**src/rtl/hsched_pkg.sv**
```systemverilog
package hsched_pkg;
    localparam int NQ        = 8;
    localparam int QIDX_W    = $clog2(NQ);
    localparam int CNT_W     = $clog2(NQ + 1);
    localparam int COST_W    = 5;
    localparam int CTRL_W    = CNT_W + 1;
    localparam int DATA_W    = (CTRL_W > COST_W) ? CTRL_W : COST_W;
    localparam int ADDR_W    = 4;
    localparam int CTRL_ADDR = 0;
    localparam int COST_BASE = 8;

    typedef struct packed {
        logic [CNT_W-1:0] grp_n;
        logic             rr_en;
    } ctrl_t;

    typedef logic [NQ-1:0][COST_W-1:0] cost_arr_t;

    function automatic logic [NQ-1:0] grp_mask(input logic [CNT_W-1:0] n);
        logic [NQ-1:0] m;
        for (int q = 0; q < NQ; q++) begin
            m[q] = (q < int'(n));
        end
        return m;
    endfunction
endpackage

```
**src/rtl/hsched_cfg.sv**
```systemverilog
module hsched_cfg
    import hsched_pkg::*;
(
    input  logic              clk,
    input  logic              rst,
    input  logic              wr_en,
    input  logic [ADDR_W-1:0] wr_addr,
    input  logic [DATA_W-1:0] wr_data,
    input  logic              apply,
    output ctrl_t             act_ctrl,
    output cost_arr_t         act_cost
);
    ctrl_t     stg_ctrl;
    cost_arr_t stg_cost;

    always_ff @(posedge clk) begin
        if (rst) begin
            stg_ctrl <= '0;
            stg_cost <= '0;
        end else if (wr_en) begin
            if (int'(wr_addr) == CTRL_ADDR) begin
                stg_ctrl.grp_n <= wr_data[CNT_W-1:0];
                stg_ctrl.rr_en <= wr_data[CNT_W];
            end else if (int'(wr_addr) >= COST_BASE &&
                         int'(wr_addr) < COST_BASE + NQ) begin
                stg_cost[wr_addr[QIDX_W-1:0]] <= wr_data[COST_W-1:0];
            end
        end
    end

    // live copy only moves at a frame boundary
    always_ff @(posedge clk) begin
        if (rst) begin
            act_ctrl <= '0;
            act_cost <= '0;
        end else if (apply) begin
            act_ctrl <= stg_ctrl;
            act_cost <= stg_cost;
        end
    end
endmodule

```
**src/rtl/hsched_sp.sv**
```systemverilog
module hsched_sp
    import hsched_pkg::*;
(
    input  logic [NQ-1:0] elig,
    output logic          hit,
    output logic [NQ-1:0] pick_oh
);
    always_comb begin
        pick_oh = '0;
        for (int q = 0; q < NQ; q++) begin
            if (elig[q]) begin
                pick_oh    = '0;
                pick_oh[q] = 1'b1;
            end
        end
        hit = |elig;
    end
endmodule

```
**src/rtl/hsched_dwrr.sv**
```systemverilog
module hsched_dwrr
    import hsched_pkg::*;
#(
    parameter int LEN_W   = 12,
    parameter int QUANTUM = 2048
) (
    input  logic                        clk,
    input  logic                        rst,
    input  logic [NQ-1:0]               nonempty,
    input  logic [NQ-1:0][LEN_W-1:0]    len,
    input  logic [NQ-1:0]               grp,
    input  cost_arr_t                   cost,
    input  logic                        rr_en,
    input  logic                        decide,
    input  logic [NQ-1:0]               charge_oh,
    output logic                        pick_ok,
    output logic [NQ-1:0]               pick_oh
);
    localparam int PROD_W = LEN_W + COST_W + 1;
    localparam int DEF_W  = PROD_W + 1;

    logic signed [DEF_W-1:0]  def_q [NQ];
    logic [PROD_W-1:0]        chg   [NQ];
    logic [NQ-1:0]            live;
    logic [NQ-1:0]            cand;
    logic                     refill;
    logic [QIDX_W-1:0]        ptr_q;
    logic [QIDX_W-1:0]        ptr_nxt;
    logic [QIDX_W-1:0]        idx;

    always_comb begin
        for (int q = 0; q < NQ; q++) begin
            chg[q]  = PROD_W'(len[q]) * PROD_W'(cost[q]) + PROD_W'(len[q]);
            live[q] = nonempty[q] & grp[q];
            cand[q] = live[q] & (rr_en | (!def_q[q][DEF_W-1] && def_q[q] != '0));
        end
        refill = !rr_en && (|live) && !(|cand);
    end

    always_comb begin
        pick_oh = '0;
        pick_ok = 1'b0;
        ptr_nxt = ptr_q;
        idx     = ptr_q;
        for (int k = 0; k < NQ; k++) begin
            idx = ptr_q + QIDX_W'(k);
            if (!pick_ok && cand[idx]) begin
                pick_ok      = 1'b1;
                pick_oh[idx] = 1'b1;
                ptr_nxt      = idx + QIDX_W'(1);
            end
        end
    end

    generate
        for (genvar q = 0; q < NQ; q++) begin : g_def
            always_ff @(posedge clk) begin
                if (rst) begin
                    def_q[q] <= '0;
                end else if (!live[q] || rr_en) begin
                    def_q[q] <= '0;
                end else if (charge_oh[q]) begin
                    def_q[q] <= def_q[q] - DEF_W'(chg[q]);
                end else if (decide && refill) begin
                    def_q[q] <= def_q[q] + DEF_W'(QUANTUM);
                end
            end
        end
    endgenerate

    always_ff @(posedge clk) begin
        if (rst) begin
            ptr_q <= '0;
        end else if (decide && pick_ok) begin
            ptr_q <= ptr_nxt;
        end
    end
endmodule

```
**src/rtl/hsched_top.sv**
```systemverilog
module hsched_top
    import hsched_pkg::*;
#(
    parameter int LEN_W   = 12,
    parameter int QUANTUM = 2048
) (
    input  logic                  clk,
    input  logic                  rst,
    input  logic [NQ-1:0]         q_nonempty,
    input  logic [NQ*LEN_W-1:0]   q_len,
    input  logic                  accept,
    input  logic                  cfg_wr,
    input  logic [ADDR_W-1:0]     cfg_addr,
    input  logic [DATA_W-1:0]     cfg_data,
    output logic [NQ-1:0]         grant
);
    logic [NQ-1:0]            grant_q;
    logic [NQ-1:0]            grant_d;
    logic [NQ-1:0][LEN_W-1:0] len_arr;
    ctrl_t                    act_ctrl;
    cost_arr_t                act_cost;
    logic [NQ-1:0]            grp;
    logic                     idle;
    logic                     sp_hit;
    logic [NQ-1:0]            sp_oh;
    logic                     dw_ok;
    logic [NQ-1:0]            dw_oh;

    generate
        for (genvar q = 0; q < NQ; q++) begin : g_len
            assign len_arr[q] = q_len[q*LEN_W +: LEN_W];
        end
    endgenerate

    assign idle = (grant_q == '0);
    assign grp  = grp_mask(act_ctrl.grp_n);

    hsched_cfg u_cfg (
        .clk      (clk),
        .rst      (rst),
        .wr_en    (cfg_wr),
        .wr_addr  (cfg_addr),
        .wr_data  (cfg_data),
        .apply    (idle || accept),
        .act_ctrl (act_ctrl),
        .act_cost (act_cost)
    );

    hsched_sp u_sp (
        .elig    (q_nonempty & ~grp),
        .hit     (sp_hit),
        .pick_oh (sp_oh)
    );

    hsched_dwrr #(
        .LEN_W   (LEN_W),
        .QUANTUM (QUANTUM)
    ) u_dwrr (
        .clk       (clk),
        .rst       (rst),
        .nonempty  (q_nonempty),
        .len       (len_arr),
        .grp       (grp),
        .cost      (act_cost),
        .rr_en     (act_ctrl.rr_en),
        .decide    (idle && !sp_hit),
        .charge_oh (accept ? grant_q : '0),
        .pick_ok   (dw_ok),
        .pick_oh   (dw_oh)
    );

    always_comb begin
        grant_d = grant_q;
        if (idle) begin
            if (sp_hit)     grant_d = sp_oh;
            else if (dw_ok) grant_d = dw_oh;
            else            grant_d = '0;
        end else if (accept) begin
            grant_d = '0;
        end
    end

    always_ff @(posedge clk) begin
        if (rst) grant_q <= '0;
        else     grant_q <= grant_d;
    end

    assign grant = grant_q;
endmodule

```
**config.mk**
```make
export PLATFORM = sky130hd
export DESIGN_NAME = hsched_top
export DESIGN_NICKNAME = d
export VERILOG_FILES = /design/src/rtl/hsched_pkg.sv /design/src/rtl/hsched_cfg.sv /design/src/rtl/hsched_sp.sv /design/src/rtl/hsched_dwrr.sv /design/src/rtl/hsched_top.sv
export SDC_FILE = /design/constraint.sdc
export NUM_CORES = 2
export LEC_CHECK = 0
export CAP_MARGIN = 0
export CORE_UTILIZATION = 43
export CTS_BUF_LIST = sky130_fd_sc_hd__clkbuf_4 sky130_fd_sc_hd__clkbuf_8
export DETAILED_ROUTE_END_ITERATION = 12
export PLACE_DENSITY_LB_ADDON = 0.2
export SYNTH_ARGS = -nofsm -noshare
export SYNTH_HDL_FRONTEND = slang
export SYNTH_SLANG_ARGS = --single-unit
```
**constraint.sdc**
```tcl
create_clock -name clk -period 7.2 [get_ports clk]
set_input_delay 1.08 -clock clk [delete_from_list [all_inputs] [get_ports clk]]
set_output_delay 1.08 -clock clk [all_outputs]
set_load 0.005 [all_outputs]
```
# After elaboration in Yosys (flattened, before gate mapping)
# Memories as Yosys holds them, arrays and structs flattened.
# Index checks and enable logic that the tools add are counted.
[classes]
bitwise_logic = 58
magnitude_cmp = 27
mul = 8
n_reduce_logical = 82
n_mux = 187
addsub = 38
[op_table]
columns = ["cell", "count"]
rows = [
  ["$mux W19", 24],
  ["$add A19 B13 Y19 const B", 8],
  ["$reduce_bool A19 Y1", 8],
  ["$sub A19 B18 Y19", 8],
  ["$add A17 B12 Y18", 8],
  ["$mul A12 B5 Y17", 8],
  ["$mux W1", 116],
  ["$mux W8", 14],
  ["$or A8 B8 Y8", 7],
  ["$bwmux W40", 1],
  ["$lt A3 B4 Y1 const B", 9],
  ["$or A1 B1 Y1", 32],
  ["$logic_and A1 B1 Y1", 29],
  ["$ge A3 B1 Y1 const B", 9],
  ["$mux W3", 9],
  ["$logic_not A1 Y1", 26],
  ["$add A3 B1 Y3 const B", 8],
  ["$bmux W1 S3", 8],
  ["$demux W1 S3", 8],
  ["$reduce_or A8 Y1", 3],
  ["$and A1 B1 Y1", 16],
  ["$lt A3 B4 Y1 const A", 4],
  ["$demux W5 S3", 1],
  ["$add A3 B3 Y3 const B", 4],
  ["other kinds (19)", 32],
]
[totals]
mem_bits_rw = 152
word_cells = 423
n_memories = 1
out_inout_bits = 8
in_bits = 117
ff_bits = 101
[mem_list]
columns = ["name", "words", "width", "read_ports", "rd_clocked_by_memory_dff", "write_ports", "line", "rtl"]
rows = [
  ["u_dwrr.def_q", 8, 19, 8, 0, 8, "hsched_dwrr.sv:22", "logic signed [DEF_W-1:0] def_q [NQ];"],
]

# Logic depth before layout (Yosys ltp)
# An unclocked memory read counts as a cell.
[logic_depth]
word_depth = 32
depth_mapped = 19
ltp_nobuf = 19

# Hierarchy
# A second synthesis with hierarchy kept.
[unflattened]
cells_unflattened = 3865
hier_area_um2 = 35216.3
[by_module_without_submodules]
columns = ["module", "cells_each", "seq_area_each_um2", "area_per_inst_um2", "instances"]
rows = [
  ["hsched_dwrr", 3459, 4624.4, 31079.8, 1],
  ["hsched_cfg", 313, 1801.7, 3407.0, 1],
  ["hsched_top", 81, 160.2, 633.1, 1],
  ["hsched_sp", 12, 0.0, 96.3, 1],
]

# Worst setup path after synthesis
# No wires, ideal clock.
[synth_timing]
kind = "input port to flip-flop"
from = "in q_len[42]"
to = "mem u_dwrr.def_q[0][74] (netlist bit), data pin"
stages = 17
setup_ns = 0.274
path_buffers = 0
arrival_time_ns = 5.203
setup_slack_ns = 1.723
path_cell_list = "nand2_1 -> fa_1 -> inv_1 -> fa_1 -> inv_1 -> fa_1 -> fa_1 -> ha_1 -> or2_2 -> a21oi_1 -> a31oi_1 -> a311o_1 -> a211oi_1 -> o21ai_0 -> a31oi_1 -> xor2_1 -> o22ai_1"
[synth_lines]
columns = ["element", "line", "rtl"]
rows = [
  ["start, declared", "hsched_top.sv:10", "input logic [NQ*LEN_W-1:0] q_len,"],
  ["end, declared", "hsched_dwrr.sv:22", ""],
]

==> flow_metrics.env <==
export IMPL_initial_core_util_pct=43.40
export IMPL_port_buffers=124
export IMPL_h_tree_depth=2
export IMPL_ant_nets=0
export IMPL_cts_buffers_inserted=47
export IMPL_synth_area_top_cells="fa_1 28%, edfxtp_1 14%, ha_1 11%"
export IMPL_clk_path_buf_depth=3
export IMPL_fp_row_count=101
export IMPL_drv_slew=0
export IMPL_area_growth_pct=10.02
export IMPL_grt_use_total_pct=19.95
export IMPL_maxCapViolCount=0
export IMPL_worst_pin_slew_ps=1219
export IMPL_wirelength_um=75260
export IMPL_async_flop_share_pct=0
export IMPL_setup_viol=0
export IMPL_swShare_pct=30.63
export IMPL_wl_per_cell_um=16.18
export IMPL_fin_skew_ps=48.98
export IMPL_cts_setup_buffers=0
export IMPL_p_leak_nw=15.43
export IMPL_nFillCells=7368
export IMPL_seq_area_um2=6586
export IMPL_ys_types=85
export IMPL_core_area_um2=75950
export IMPL_power_net_switching_mw=1.307
export IMPL_yosysMostFrequentCell="fa_1"
export IMPL_pin_count=125
export IMPL_multi_input_area_um2=24310
export IMPL_grt_max_degree=105
export IMPL_crit_type="primary input to flip-flop"
export IMPL_vias=24380
export IMPL_power_density_nw_per_um2=117.7
export IMPL_numClockSinks=253
export IMPL_synth_edf_count=152
export IMPL_grt_overflow_total=0
export IMPL_syn_inst=3494
export IMPL_fmax_mhz=166.9
export IMPL_die_x_um=278.9
export IMPL_intPower_mw=2.961
export IMPL_cts_tree="yes"
export IMPL_grt_pass1_wl_um=127100
export IMPL_status="finished clean"
export IMPL_synth_commonest_cells="456 x fa_1, 453 x inv_1, 392 x nand2_1"
export IMPL_drive_above_1_share_pct=4.421
export IMPL_finalHoldViolCount=0
export IMPL_viasPerCell=5.242
export IMPL_clkLatencyLatePin_ps=630
export IMPL_cts_root_buffer="clkbuf_8"
export IMPL_crit_arrival_ps=6350
export IMPL_die_h_um=278.9
export IMPL_final_nets=4441
export IMPL_antenna_found_initial=4
export IMPL_ys_flop_type="edfxtp_1"
export IMPL_critPathMaxFanout=6
export IMPL_startpoint_type="primary input"
export IMPL_syn_area_per_cell_um2=9.434
export IMPL_peakVddDrop_mv=0.09921
export IMPL_synth_nets=4355
export IMPL_cp_data_required_time_ps=7560
export IMPL_period_needed_ps=5992
export IMPL_hold_path_class="flip-flop to flip-flop"
export IMPL_first_iter_violations=1233
export IMPL_comb_power_share_pct=27.0
export IMPL_seq_power_share_pct=36.5
export IMPL_die_area_um2=77770
export IMPL_gp_congestion=0.8721
export IMPL_cp_end_kind="flip-flop"
export IMPL_syn_area_um2=32960
export IMPL_period_share_pct=83.22
export IMPL_clockPowerShare_pct=36.6
export IMPL_fin_setup_tns_ps=0
export IMPL_grt_pass1_vias=25010
export IMPL_grt_setup_unrepaired="no"
export IMPL_fin_util_pct=47.75
export IMPL_dr_pass1_iters=5
export IMPL_path_clk_slew_ps=60
export IMPL_yosysTopAreaCell="fa_1"
export IMPL_drc=0
export IMPL_yosysSeqAreaShare_pct=19.98
export IMPL_ys_seq_elements=253
export IMPL_ys_warn_count=0
export IMPL_postCtsHoldBufs=0
export IMPL_post_cts_resized=0
export IMPL_slew_headroom_pct=18.24
export IMPL_hpwl_um=60850
export IMPL_synthDominantCellAreaShare_pct=27.70
[worst max-delay path, cell delays in order]
cell and delay, ps:
clkdlybuf4s50_1 600, nand2_1 120, fa_1 550, inv_1 50
fa_1 520, inv_1 50, fa_1 490, fa_1 410
ha_1 380, nand3_1 110, o211a_1 260, a2111oi_0 640
o31ai_1 230, o21ai_0 370, a211oi_1 130, o31ai_1 220
o21ai_0 110
[power by group through the flow]
stage | clock network (mW) | logic, mW | registers (mW)
final | 1.56 | 1.15 | 1.56
after detailed placement | 0 | 1.15 | 1.59
after global placement | 0 | 1.14 | 1.59
after floorplan | 0 | 0.837 | 1.58
after CTS | 1.60 | 1.16 | 1.56
after global routing | 1.67 | 1.30 | 1.56
[area by class of cell]
cell class / count / area share (%)
well taps: 1030 / 3.554
diodes: 2 / 0.01380
flip-flops and latches: 253 / 18.16
multi-input cells: 2692 / 67.03
inverters: 453 / 4.689
clock buffers: 77 / 2.646
repair buffers: 133 / 3.602
clock inverters: 11 / 0.3071
[cell usage in the layout (no fill, tap or decap), drive strengths merged, types with 9 or more instances in the layout]
cell type / Yosys / layout
a211oi: 20 / 20
a21boi: 9 / 9
a21o: 30 / 30
a21oi: 179 / 179
a31oi: 28 / 28
and2: 295 / 295
and3: 28 / 28
buf: 11 / 10
clkbuf: 85 / 77
clkdlybuf4s50: 0 / 123
dfxtp: 101 / 101
edfxtp: 152 / 152
fa: 456 / 456
ha: 288 / 288
inv: 453 / 454
mux2i: 54 / 54
mux4: 9 / 9
nand2: 392 / 392
nand2b: 17 / 17
nand3: 77 / 77
nand4: 18 / 18
nor2: 198 / 198
nor2b: 17 / 17
nor3: 52 / 52
nor3b: 10 / 10
nor4: 37 / 37
o211ai: 14 / 14
o21a: 16 / 16
o21ai: 72 / 72
o21bai: 13 / 13
o22ai: 50 / 50
or2: 24 / 24
or3: 20 / 20
xnor2: 93 / 93
xor2: 84 / 84
[through the flow]
step | setup slack [ps] | power [mW] | cell area (um2) | cells | hold slack (ps)
after floorplan | 1723 | 2.413 | 32960 | 3494 | 435.7
after global placement | 687.4 | 2.730 | 35190 | 4561 | 447.1
after detailed placement | 598.2 | 2.740 | 35190 | 4561 | 446.1
after CTS | 1294 | 4.320 | 36260 | 4649 | 456.7
after global routing | 875.3 | 4.529 | 36260 | 4651 | 470.4
final | 1208 | 4.268 | 36260 | 4651 | 455.2
[layer usage]
| layer | GRT usage, % | wire length (um) | up-vias |
|---|---|---|---|
| li1 | - | - | 11770 |
| met1 | 27.58 | 35780 | 12180 |
| met2 | 33.28 | 35540 | 350 |
| met3 | 2.669 | 2726 | 75 |
| met4 | 4.297 | 1185 | 4 |
| met5 | 0 | 18 | - |
[path summary, 6_finish.rpt]
check                startpoint                  end  slack, ps  cells after the start
max reg2reg  u_cfg.act_cost[15]  u_dwrr.def_q[0][74]       1640                     17
min reg2reg  u_cfg.stg_cost[39]   u_cfg.act_cost[39]        460                      2
min          u_cfg.stg_cost[39]   u_cfg.act_cost[39]        460                      2
max                   q_len[88]  u_dwrr.def_q[1][74]       1210                     17
[logic make-up after synthesis]
| family | count (synthesis) | synth area share [%] |
|---|---|---|
| multiplexers | 64 | 2.323 |
| AND/OR/NAND/NOR | 1197 | 17.99 |
| XOR/XNOR | 177 | 4.703 |
| AO/OA/AOI/OAI | 510 | 10.05 |
| flip-flops | 253 | 19.98 |
| buffers and inverters | 549 | 6.320 |
| adder cells (fa/ha/maj) | 744 | 38.63 |
[registers in the layout, summed over array words and instances (netlist names)]
signal,count
u_cfg.stg_cost,40
u_dwrr.def_q,152
grant,8
u_cfg.stg_ctrl,5
u_cfg.act_cost,40
u_dwrr.ptr_q,3
u_cfg.act_ctrl,5
No activity file was read; power rests on OpenSTA's default activity.
